## config.mk

```make
export PLATFORM = sky130hd
export DESIGN_NAME = fp64_cmp
export DESIGN_NICKNAME = d
export VERILOG_FILES = /design/src/rtl/fp64_cmp.sv
export SDC_FILE = /design/constraint.sdc
export NUM_CORES = 1
export LEC_CHECK = 0
export ABC_AREA = 1
export BUFFER_PORTS_ARGS = -buffer_cell sky130_fd_sc_hd__buf_2
export CORE_ASPECT_RATIO = 0.7
export CORE_UTILIZATION = 30
export DETAILED_ROUTE_END_ITERATION = 8
export RECOVER_POWER = 50
export SLEW_MARGIN = 40
export SYNTH_ARGS = -nofsm -noshare
export SYNTH_HDL_FRONTEND = slang
export SYNTH_SLANG_ARGS = --single-unit
```

## constraint.sdc

```tcl
create_clock -name clk -period 1.7 [get_ports clk]
set_input_delay 0.17 -clock clk [delete_from_list [all_inputs] [get_ports clk]]
set_output_delay 0.17 -clock clk [all_outputs]
set_load 0.01 [all_outputs]
```

## src/rtl/fp64_cmp.sv

```systemverilog
module fp64_cmp #(
  parameter int W  = 64,
  parameter int EW = 11
) (
  input  logic         clk,
  input  logic         rst_n,
  input  logic         valid,
  input  logic         ordered,
  input  logic         inv_en,
  input  logic [W-1:0] op_a,
  input  logic [W-1:0] op_b,
  output logic         done,
  output logic [3:0]   cc,
  output logic         snan_flag,
  output logic         inv_flag
);
  localparam int FW = W - 1 - EW;

  logic a_exp1, b_exp1, a_frac0, b_frac0;
  logic a_nan, b_nan, a_qn, b_qn, a_sn, b_sn, any_nan;
  logic a_zero, b_zero, a_sg, b_sg;
  logic mag_lt, mag_gt;
  logic [3:0] cc_n;

  assign a_exp1  = &op_a[W-2:FW];
  assign b_exp1  = &op_b[W-2:FW];
  assign a_frac0 = ~|op_a[FW-1:0];
  assign b_frac0 = ~|op_b[FW-1:0];
  assign a_nan   = a_exp1 & ~a_frac0;
  assign b_nan   = b_exp1 & ~b_frac0;
  assign a_qn    = a_nan & op_a[FW-1];
  assign b_qn    = b_nan & op_b[FW-1];
  assign a_sn    = a_nan & ~op_a[FW-1];
  assign b_sn    = b_nan & ~op_b[FW-1];
  assign any_nan = a_nan | b_nan;
  assign a_zero  = ~|op_a[W-2:0];
  assign b_zero  = ~|op_b[W-2:0];
  assign a_sg    = op_a[W-1];
  assign b_sg    = op_b[W-1];
  assign mag_lt  = op_a[W-2:0] < op_b[W-2:0];
  assign mag_gt  = op_a[W-2:0] > op_b[W-2:0];

  always_comb begin
    if (any_nan)                 cc_n = 4'b1000;
    else if (a_zero && b_zero)   cc_n = 4'b0100;
    else if (a_sg != b_sg)       cc_n = a_sg ? 4'b0001 : 4'b0010;
    else if (mag_lt)             cc_n = a_sg ? 4'b0010 : 4'b0001;
    else if (mag_gt)             cc_n = a_sg ? 4'b0001 : 4'b0010;
    else                         cc_n = 4'b0100;
  end

  always_ff @(posedge clk) begin
    if (!rst_n) begin
      done <= 1'b0;
      cc <= '0;
      snan_flag <= 1'b0;
      inv_flag <= 1'b0;
    end else begin
      done <= valid;
      if (valid) begin
        cc <= cc_n;
        snan_flag <= a_sn | b_sn;
        inv_flag <= ordered & any_nan & (inv_en | a_qn | b_qn);
      end
    end
  end
endmodule


```

==> results of run 1 <==
## final timing paths
kind / startpoint / endpoint / slack [ps] / cells past startpoint
min: rst_n / done$_SDFF_PN0_ / 180 / 3
max reg2reg: cc[3]$_SDFFE_PN0P_ / cc[3]$_SDFFE_PN0P_ / 900 / 3
max: op_b[62] / cc[0]$_SDFFE_PN0P_ / 110 / 16
min reg2reg: cc[2]$_SDFFE_PN0P_ / cc[2]$_SDFFE_PN0P_ / 460 / 2
## area by class of cell
class	instances	area (um^2)	share of cell area, %
inverters	91	341.6	8.439
multi-input cells	380	2356	58.21
flip-flops and latches	7	140.1	3.462
well taps	120	150.1	3.709
clock buffers	4	78.83	1.947
repair buffers	178	980.9	24.23
## logic make-up (layout without fill, tap and decap cells)
| family | after synthesis | count (layout) | share of synthesized area, % |
|---|---|---|---|
| AO/OA/AOI/OAI | 46 | 46 | 9.562 |
| adder cells (fa/ha/maj) | 63 | 63 | 29.68 |
| XOR/XNOR | 1 | 1 | 0.3298 |
| buffers and inverters | 91 | 273 | 12.86 |
| AND/OR/NAND/NOR | 270 | 270 | 42.30 |
| flip-flops | 7 | 7 | 5.275 |
## flip-flops by register name, indices dropped and copies added (netlist names)
register	cells
inv_flag	1
cc	4
snan_flag	1
done	1
## what timing repair did
action / in CTS / in global routing
endpoints found under the setup margin: 0 / 3
gates resized for setup: 0 / 35
buffers inserted: 0 / 2
## cells in the mapped netlist, drive strengths merged
master and n:
or2 1, nand4 12, o31ai 1, nand2 137
xor2 1, nand3 7, o21ai 6, o21a 3
o211ai 1, o221ai 1, nor3b 1, nor2 99
and3 1, inv 91, and3b 1, and2 6
ha 63, a21oi 31, a21o 3, dfxtp 7
nor3 5
## worst max-delay path: stages
cell and delay (ps):
buf_2 90, inv_1 40, ha_1 280, nand2_1 80, nor2_2 120, and2_4 150
nand2_2 80, nor2_4 140, nand2_1 70, nand2_1 70, nor2_2 40, nand2_2 120
nand2_2 70, nand2_1 60, nand2_1 60, a21oi_2 100
## metal layers
layer | share of wire, % | GRT usage (%) | wire length (um)
met3 | 4.9 | 0.7547 | 422
met2 | 43 | 29.58 | 3724
met4 | 0.058 | 1.299 | 5
met1 | 52 | 26.29 | 4439
met5 | 0 | 0 | 0
## report_power, final
| group | switching [mW] | total, mW | internal, mW | leakage [nW] |
|---|---|---|---|---|
| Combinational | 0.402 | 0.774 | 0.372 | 2.26 |
| Sequential | 0.00378 | 0.177 | 0.173 | 0.0574 |
| Clock | 0.0861 | 0.398 | 0.312 | 0.0382 |
| Total | 0.492 | 1.35 | 0.857 | 2.35 |
==> results.py, run 1 <==
metrics = {
    "run_status": {
        "status": "finished, final reports clean",
    },
    "placed_design": {
        "dp_cells": 774,
        "dpl_cell_area_mm2": 0.003780,
        "dp_slack_ps": -194.2,
        "gp_congestion": 0.8469,
        "dp_hpwl_um": 7700,
        "io_buffers": 139,
    },
    "cts": {
        "hold_buffers": 0,
        "worstSkewPairLatency_ps": 230,
        "path_clk_slew_ps": 30,
        "cts.sink_count": 7,
        "cts_buffers": 3,
        "cts.htree.levels": 1,
        "clock_path_buffers": 2,
        "cts_root_buf": "clkbuf_16",
        "cts_tree": "built",
    },
    "synth": {
        "postSynthAreaPerCell_um2": 5.557,
        "netlist.area_leader.share_pct": 29.67,
        "yosysTopAreaCell": "ha_1",
        "synth.distinct_cells": 26,
        "synth-seq-cells": 7,
        "syn_inst": 478,
        "syn-cell-area_mm2": 0.002656,
        "synth_fp_nets": 674,
        "synth_area_leaders": "ha_1, nand2_1, nor2_1",
        "synth-seq-area-share_pct": 5.276,
        "yosys_warnings": 0,
    },
    "sta": {
        "timing.final.crit_share_pct": 93.28,
        "finalSetupViolations": 0,
        "setup_slack_ps": 114.2,
        "fmax_mhz": 630.6,
        "hold_ws_ps": 180.5,
        "finClkSkew_ps": 0,
        "fin_tns_setup_ps": 0,
        "worst_pin_slew_ps": 301.2,
        "maxSlewViolCount": 0,
        "finalHoldViolCount": 0,
        "period_needed_ps": 1586,
        "relSlewSlack_pct": 79.77,
    },
    "worst_setup_path": {
        "cp-start-kind": "primary input",
        "crit_fanout": 4,
        "worstSetupEndpointType": "register",
        "required_ps": 1860,
        "worstPathArrival_ps": 1750,
        "path_class": "primary input to register",
    },
    "final_layout": {
        "layout_common_cells": "buf_2, nand2_1, inv_1",
        "nFillCells": 915,
        "finalNetCount": 857,
        "stdcell_count": 780,
        "area_delta_synth_final_pct": 52.38,
        "final_common_cell": "buf_2",
        "fin_util_pct": 47.55,
        "drive_gt1_share_pct": 33.94,
        "antenna_cells": 0,
        "fin_area_mm2": 0.004048,
    },
    "pwr": {
        "total_power_mw": 1.349,
        "leakagePower_nw": 2.352,
        "vdd_drop_max_mv": 0.2439,
        "p_per_area_mw_per_mm2": 333.2,
    },
    "min_path": {
        "hold_class": "primary input to register",
    },
    "die": {
        "fp.dieW_um": 114.5,
        "die_area_mm2": 0.009240,
        "num_rows": 28,
        "start_util_pct": 31.20,
        "die_h_um": 80.73,
        "core_region_area_mm2": 0.008513,
        "pin_count": 140,
    },
    "grt": {
        "grt_max_degree": 7,
        "grt_pass1_wl_um": 13400,
        "antenna_found_initial": 0,
        "grt_pass1_vias": 3090,
        "track_usage_pct": 17.80,
        "overflow": 0,
    },
    "detailed_routing": {
        "wirelength_um": 8591,
        "wl_per_cell_um": 11.01,
        "drc": 0,
        "dr.pass1.iters": 4,
        "via_per_inst": 4.258,
        "detail_route.iter0.violations": 110,
        "ant_nets": 0,
        "num_vias": 3321,
    },
    "job": {
        "maxCapViolations": 0,
    },
}
No activity file was read; power rests on OpenSTA's default activity.
==> run 2: changes to the inputs <==
--- a/config.mk
+++ b/config.mk
@@ -10,7 +10,7 @@
 export CORE_ASPECT_RATIO = 0.7
 export CORE_UTILIZATION = 30
 export DETAILED_ROUTE_END_ITERATION = 8
-export RECOVER_POWER = 50
+export RECOVER_POWER = 100
 export SLEW_MARGIN = 40
 export SYNTH_ARGS = -nofsm -noshare
 export SYNTH_HDL_FRONTEND = slang
==> run 2 against run 1 <==
Against the previous run:
- wire length hardly changed
- final area decreased by 0.12%
- clock skew is the same
- maximum frequency barely moved
- highest routed layer unchanged
- register-to-register slack hardly changed
- global-route usage did not move
- critical path type unchanged
- total power about the same
- sequential power barely moved
- critical endpoint unchanged
- setup slack barely moved
==> results.py, run 2 (synthesis results as in run 1) <==
metrics = {
    "run_status": {
        "status": "finished, final reports clean",
    },
    "cts": {
        "cts.htree.levels": 1,
        "cts.sink_count": 7,
        "path_clk_slew_ps": 30,
        "hold_buffers": 0,
        "worstSkewPairLatency_ps": 230,
        "clock_path_buffers": 2,
        "cts_tree": "built",
        "cts_root_buf": "clkbuf_16",
        "cts_buffers": 3,
    },
    "worst_setup_path": {
        "cp-start-kind": "primary input",
        "worstPathArrival_ps": 1750,
        "rrSetupSlack_ps": 900,
        "required_ps": 1860,
        "worstSetupEndpointType": "register",
        "crit_fanout": 4,
        "path_class": "primary input to register",
    },
    "sta": {
        "finalHoldViolCount": 0,
        "timing.final.crit_share_pct": 93.29,
        "fmax_mhz": 630.6,
        "worst_pin_slew_ps": 301.2,
        "finalSetupViolations": 0,
        "relSlewSlack_pct": 79.77,
        "fin_tns_setup_ps": 0,
        "maxSlewViolCount": 0,
        "period_needed_ps": 1586,
        "finClkSkew_ps": 0,
    },
    "final_layout": {
        "final_common_cell": "buf_2",
        "drive_gt1_share_pct": 33.48,
        "regMostFlops": "cc",
        "multi_input_area_mm2": 0.002354,
        "largest_reg_flops": 4,
        "antenna_cells": 0,
        "seqCellArea_um2": 140.1,
        "nFillCells": 918,
        "layout_common_cells": "buf_2, nand2_1, inv_1",
        "area_delta_synth_final_pct": 52.19,
        "finalNetCount": 857,
    },
    "grt": {
        "grt_max_degree": 7,
        "antenna_found_initial": 0,
        "grt_pass1_wl_um": 13400,
        "grt_pass1_vias": 3090,
        "track_usage_pct": 17.80,
        "overflow": 0,
    },
    "pwr": {
        "combPwrFrac_pct": 57.4,
        "netSwitchingPower_mw": 0.4919,
        "p_per_area_mw_per_mm2": 333.5,
        "total_power_mw": 1.348,
        "leakagePower_nw": 2.343,
        "swShare_pct": 36.49,
        "p_seq_share_pct": 13.1,
        "power.internal_mw": 0.8561,
        "p_clk_share_pct": 29.5,
        "vdd_drop_max_mv": 0.2511,
    },
    "die": {
        "core_region_area_mm2": 0.008513,
        "die_area_mm2": 0.009240,
        "pin_count": 140,
        "num_rows": 28,
        "die_h_um": 80.73,
        "start_util_pct": 31.20,
        "fp.dieW_um": 114.5,
    },
    "job": {
        "maxCapViolations": 0,
    },
    "placed_design": {
        "dp_hpwl_um": 7700,
        "gp_congestion": 0.8469,
        "io_buffers": 139,
    },
    "detailed_routing": {
        "num_vias": 3325,
        "wirelength_um": 8586,
        "ant_nets": 0,
        "detail_route.iter0.violations": 111,
        "wl_per_cell_um": 11.01,
        "via_per_inst": 4.263,
        "drc": 0,
        "dr.pass1.iters": 4,
    },
    "min_path": {
        "hold_class": "primary input to register",
    },
}
==> run 2: cell count changes in the layout (fill, tap and decap cells not counted), sizes merged <==
cell	before	now
buf	172	170
clkbuf	10	12
==> run 2: worst max-delay path, cell delays in order <==
cell	delay [ps]
buf_2	90
inv_1	40
ha_1	280
nand2_1	80
nor2_2	120
and2_4	150
nand2_2	80
nor2_4	140
nand2_1	70
nand2_1	70
nor2_2	40
nand2_2	120
nand2_2	70
nand2_1	60
nand2_1	60
a21oi_2	100
==> run 2: final cells by class <==
type | instances | area share (%)
multi-input cells | 380 | 58.22
well taps | 120 | 3.714
clock buffers | 4 | 1.950
inverters | 91 | 8.449
repair buffers | 178 | 24.20
flip-flops and latches | 7 | 3.466
==> run 2: layer usage <==
| metal | wire (um) | GRT usage, % | part of all wire (%) |
|---|---|---|---|
| met5 | 0 | 0 | 0 |
| met4 | 5 | 1.299 | 0.058 |
| met3 | 422 | 0.7547 | 4.9 |
| met2 | 3721 | 29.58 | 43 |
| met1 | 4437 | 26.29 | 52 |
==> run 2: repair_timing <==
item                                    in CTS  in global routing
gates resized for setup                      0                 35
setup buffers                                0                  2
endpoints found under the setup margin       0                  3
==> run 2: power groups by stage <==
stage | sequential [mW] | clock [mW] | combinational, mW
finish | 0.177 | 0.398 | 0.774
global route | 0.177 | 0.414 | 0.890
CTS | 0.176 | 0.400 | 0.721
detailed placement | 0.178 | 0 | 0.716
global placement | 0.178 | 0 | 0.702
floorplan | 0.182 | 0 | 0.353
==> run 2: path summary, 6_finish.rpt <==
| kind | cells past startpoint | startpoint | endpoint |
|---|---|---|---|
| max | 16 | op_b[62] | cc[0]$_SDFFE_PN0P_ |
| min | 3 | rst_n | done$_SDFF_PN0_ |
| min reg2reg | 2 | cc[2]$_SDFFE_PN0P_ | cc[2]$_SDFFE_PN0P_ |
| max reg2reg | 3 | cc[3]$_SDFFE_PN0P_ | cc[3]$_SDFFE_PN0P_ |
==> run 2: per-stage QoR <==
stage | std cells | area (um^2) | hold slack [ps] | util (%) | worst slack, ps
after floorplan | 478 | 2656 | 263.5 | - | 212.0
after global placement | 774 | 3780 | 401.8 | 44.40 | -171.7
after detailed placement | 774 | 3780 | 412.4 | 44.40 | -194.2
after CTS | 778 | 3859 | 179.4 | 45.33 | 42.04
after global routing | 780 | 4043 | 190.9 | 47.49 | -31.64
final | 780 | 4043 | 179.6 | 47.49 | 114.1
==> run 3: changes to the inputs <==
--- a/config.mk
+++ b/config.mk
@@ -8,8 +8,9 @@
 export ABC_AREA = 1
 export BUFFER_PORTS_ARGS = -buffer_cell sky130_fd_sc_hd__buf_2
 export CORE_ASPECT_RATIO = 0.7
-export CORE_UTILIZATION = 30
+export CORE_UTILIZATION = 47
 export DETAILED_ROUTE_END_ITERATION = 8
+export PLACE_DENSITY = 0.83
 export RECOVER_POWER = 100
 export SLEW_MARGIN = 40
 export SYNTH_ARGS = -nofsm -noshare
==> run 3 against run 2 <==
Against the previous run:
- first-iteration DRC count decreased by 1.8%
- final area decreased by 9.7%
- register-to-register slack about the same
- hold slack got worse by 21 ps
- critical path depth decreased by 3
- flip-flop and latch count unchanged
- non-clock buffer count decreased by 17
- combinational power decreased by 9.6%
- count of clock-buffer cells in the layout unchanged
- maximum frequency decreased by 0.63%
- largest power group unchanged
==> results.py, run 3 (synthesis results as in run 1) <==
metrics = {
    "cts": {
        "cts.sink_count": 7,
        "cts.htree.levels": 1,
        "cts_root_buf": "clkbuf_8",
        "worstSkewPairLatency_ps": 230,
        "clock_path_buffers": 2,
        "cts_buffers": 3,
        "path_clk_slew_ps": 40,
        "cts_tree": "built",
    },
    "worst_setup_path": {
        "worstPathCellList": "buf_2 -> inv_1 -> ha_1 -> nand4_1 -> nor3_1 -> buf_4 -> nor3b_1 -> nand2_1 -> nand2_2 -> nand2_1 -> nand2_1 -> nand2_1 -> a21oi_1",
        "cp_top_family": "simple AND/OR/NAND/NOR gates",
        "crit_buf_inv": 3,
        "path_class": "primary input to register",
        "crit_fanout": 4,
        "cp-start-kind": "primary input",
        "worstPathArrival_ps": 1760,
        "required_ps": 1860,
        "critPathMostFrequentCell": "nand2_1",
        "max_stage_delay_ps": 310,
        "worstSetupEndpointType": "register",
        "critPathSlowestCell": "ha_1",
    },
    "pwr": {
        "total_power_mw": 1.119,
        "vdd_drop_max_mv": 0.1760,
        "p_per_area_mw_per_mm2": 306.5,
        "leakagePower_nw": 2.241,
    },
    "min_path": {
        "hold_class": "primary input to register",
    },
    "placed_design": {
        "dp_hpwl_um": 7076,
        "dp_slack_ps": -124.4,
        "io_buffers": 139,
        "gp_congestion": 0.8843,
    },
    "die": {
        "start_util_pct": 49.74,
        "die_area_mm2": 0.005961,
        "die_h_um": 64.90,
        "core_region_area_mm2": 0.005340,
        "pin_count": 140,
        "num_rows": 22,
        "fp.dieW_um": 91.86,
    },
    "detailed_routing": {
        "dr.pass1.iters": 5,
        "detail_route.iter0.violations": 109,
        "ant_nets": 0,
        "via_per_inst": 4.793,
        "drc": 0,
        "wl_per_cell_um": 10.67,
        "num_vias": 3427,
        "wirelength_um": 7626,
    },
    "grt": {
        "grt_pass1_vias": 3056,
        "overflow": 0,
        "track_usage_pct": 25.57,
        "grt_pass1_wl_um": 12610,
        "grt_max_degree": 7,
        "antenna_found_initial": 0,
    },
    "final_layout": {
        "drive_gt1_share_pct": 27.22,
        "antenna_cells": 0,
        "finalNetCount": 840,
        "regMostFlops": "cc",
        "layout_common_cells": "nand2_1, buf_2, nor2_1",
        "final_common_cell": "nand2_1",
        "area_delta_synth_final_pct": 37.40,
        "largest_reg_flops": 4,
    },
    "sta": {
        "relSlewSlack_pct": 81.86,
        "timing.final.crit_share_pct": 93.88,
        "finClkSkew_ps": 0,
        "setup_slack_ps": 104.0,
        "grt_setup_unrepaired": "no",
        "finalHoldViolCount": 0,
        "period_needed_ps": 1596,
        "finalSetupViolations": 0,
        "maxSlewViolCount": 0,
        "worst_pin_slew_ps": 271.1,
        "fmax_mhz": 626.6,
    },
    "job": {
        "maxCapViolations": 0,
    },
    "run_status": {
        "status": "finished, final reports clean",
    },
}
==> run 3: changes by cell type in the layout (fill, tap and decap cells not counted), moves of 3 or more <==
cell,before,now
buf_4,39,22
ha_1,55,63
ha_4,8,0
a21oi_1,26,31
a21oi_2,5,0
nand2_1,127,132
nand2_2,10,5
nor2_1,85,90
clkbuf_16,3,0
clkbuf_8,0,3
nor2_2,11,8
==> run 3: tightest hold or removal path, stage by stage <==
cell and delay, ps:
buf_2 100, nand2_1 50, inv_1 40
==> run 3: routing by layer <==
| layer | wire, um | GRT usage, % | vias up |
|---|---|---|---|
| li1 | - | - | 1834 |
| met1 | 3829 | 36.12 | 1472 |
| met2 | 3273 | 43.28 | 117 |
| met3 | 488 | 1.761 | 4 |
| met4 | 35 | 3.906 | 0 |
| met5 | 0 | 0 | - |
==> run 3: final cells by class <==
cell class	instances	area (um^2)
repair buffers	161	850.8
flip-flops and latches	7	140.1
fillers	506	1690
well taps	72	90.09
multi-input cells	380	2182
clock buffers	4	45.04
inverters	91	341.6
==> run 3: final timing paths <==
kind / start / to / slack [ps] / depth (start not counted)
hold / removal: rst_n / done$_SDFF_PN0_ / 160 / 3
setup reg to reg: cc[3]$_SDFFE_PN0P_ / cc[3]$_SDFFE_PN0P_ / 910 / 3
setup / recovery: op_b[38] / cc[1]$_SDFFE_PN0P_ / 100 / 13
hold reg to reg: cc[2]$_SDFFE_PN0P_ / cc[2]$_SDFFE_PN0P_ / 470 / 2
==> run 3: repair_timing <==
| action | 4_1_cts | 5_1_grt |
|---|---|---|
| setup buffers | 0 | 0 |
| endpoints found under the hold margin | 0 | 0 |
| hold buffers | 0 | 0 |
| endpoints found under the setup margin | 0 | 3 |
| gates resized for setup | 0 | 4 |
==> run 3: per-stage QoR <==
step | area [um^2] | TNS, ps | instances | util [%] | hold WS (ps)
3_3_place_gp | 3607 | -159.1 | 711 | 67.55 | 397.4
5_1_grt | 3650 | 0 | 715 | 68.35 | 165.1
6_report | 3650 | 0 | 715 | 68.35 | 158.8
3_5_place_dp | 3607 | -302.2 | 711 | 67.55 | 397.7
2_1_floorplan | 2656 | 0 | 478 | - | 263.5
4_1_cts | 3652 | 0 | 715 | 68.39 | 156.9
==> run 3: report_power, final <==
group	leakage, nW	switching (mW)	internal (mW)
Clock	0.0228	0.0789	0.163
Combinational	2.16	0.369	0.331
Sequential	0.0574	0.00414	0.173
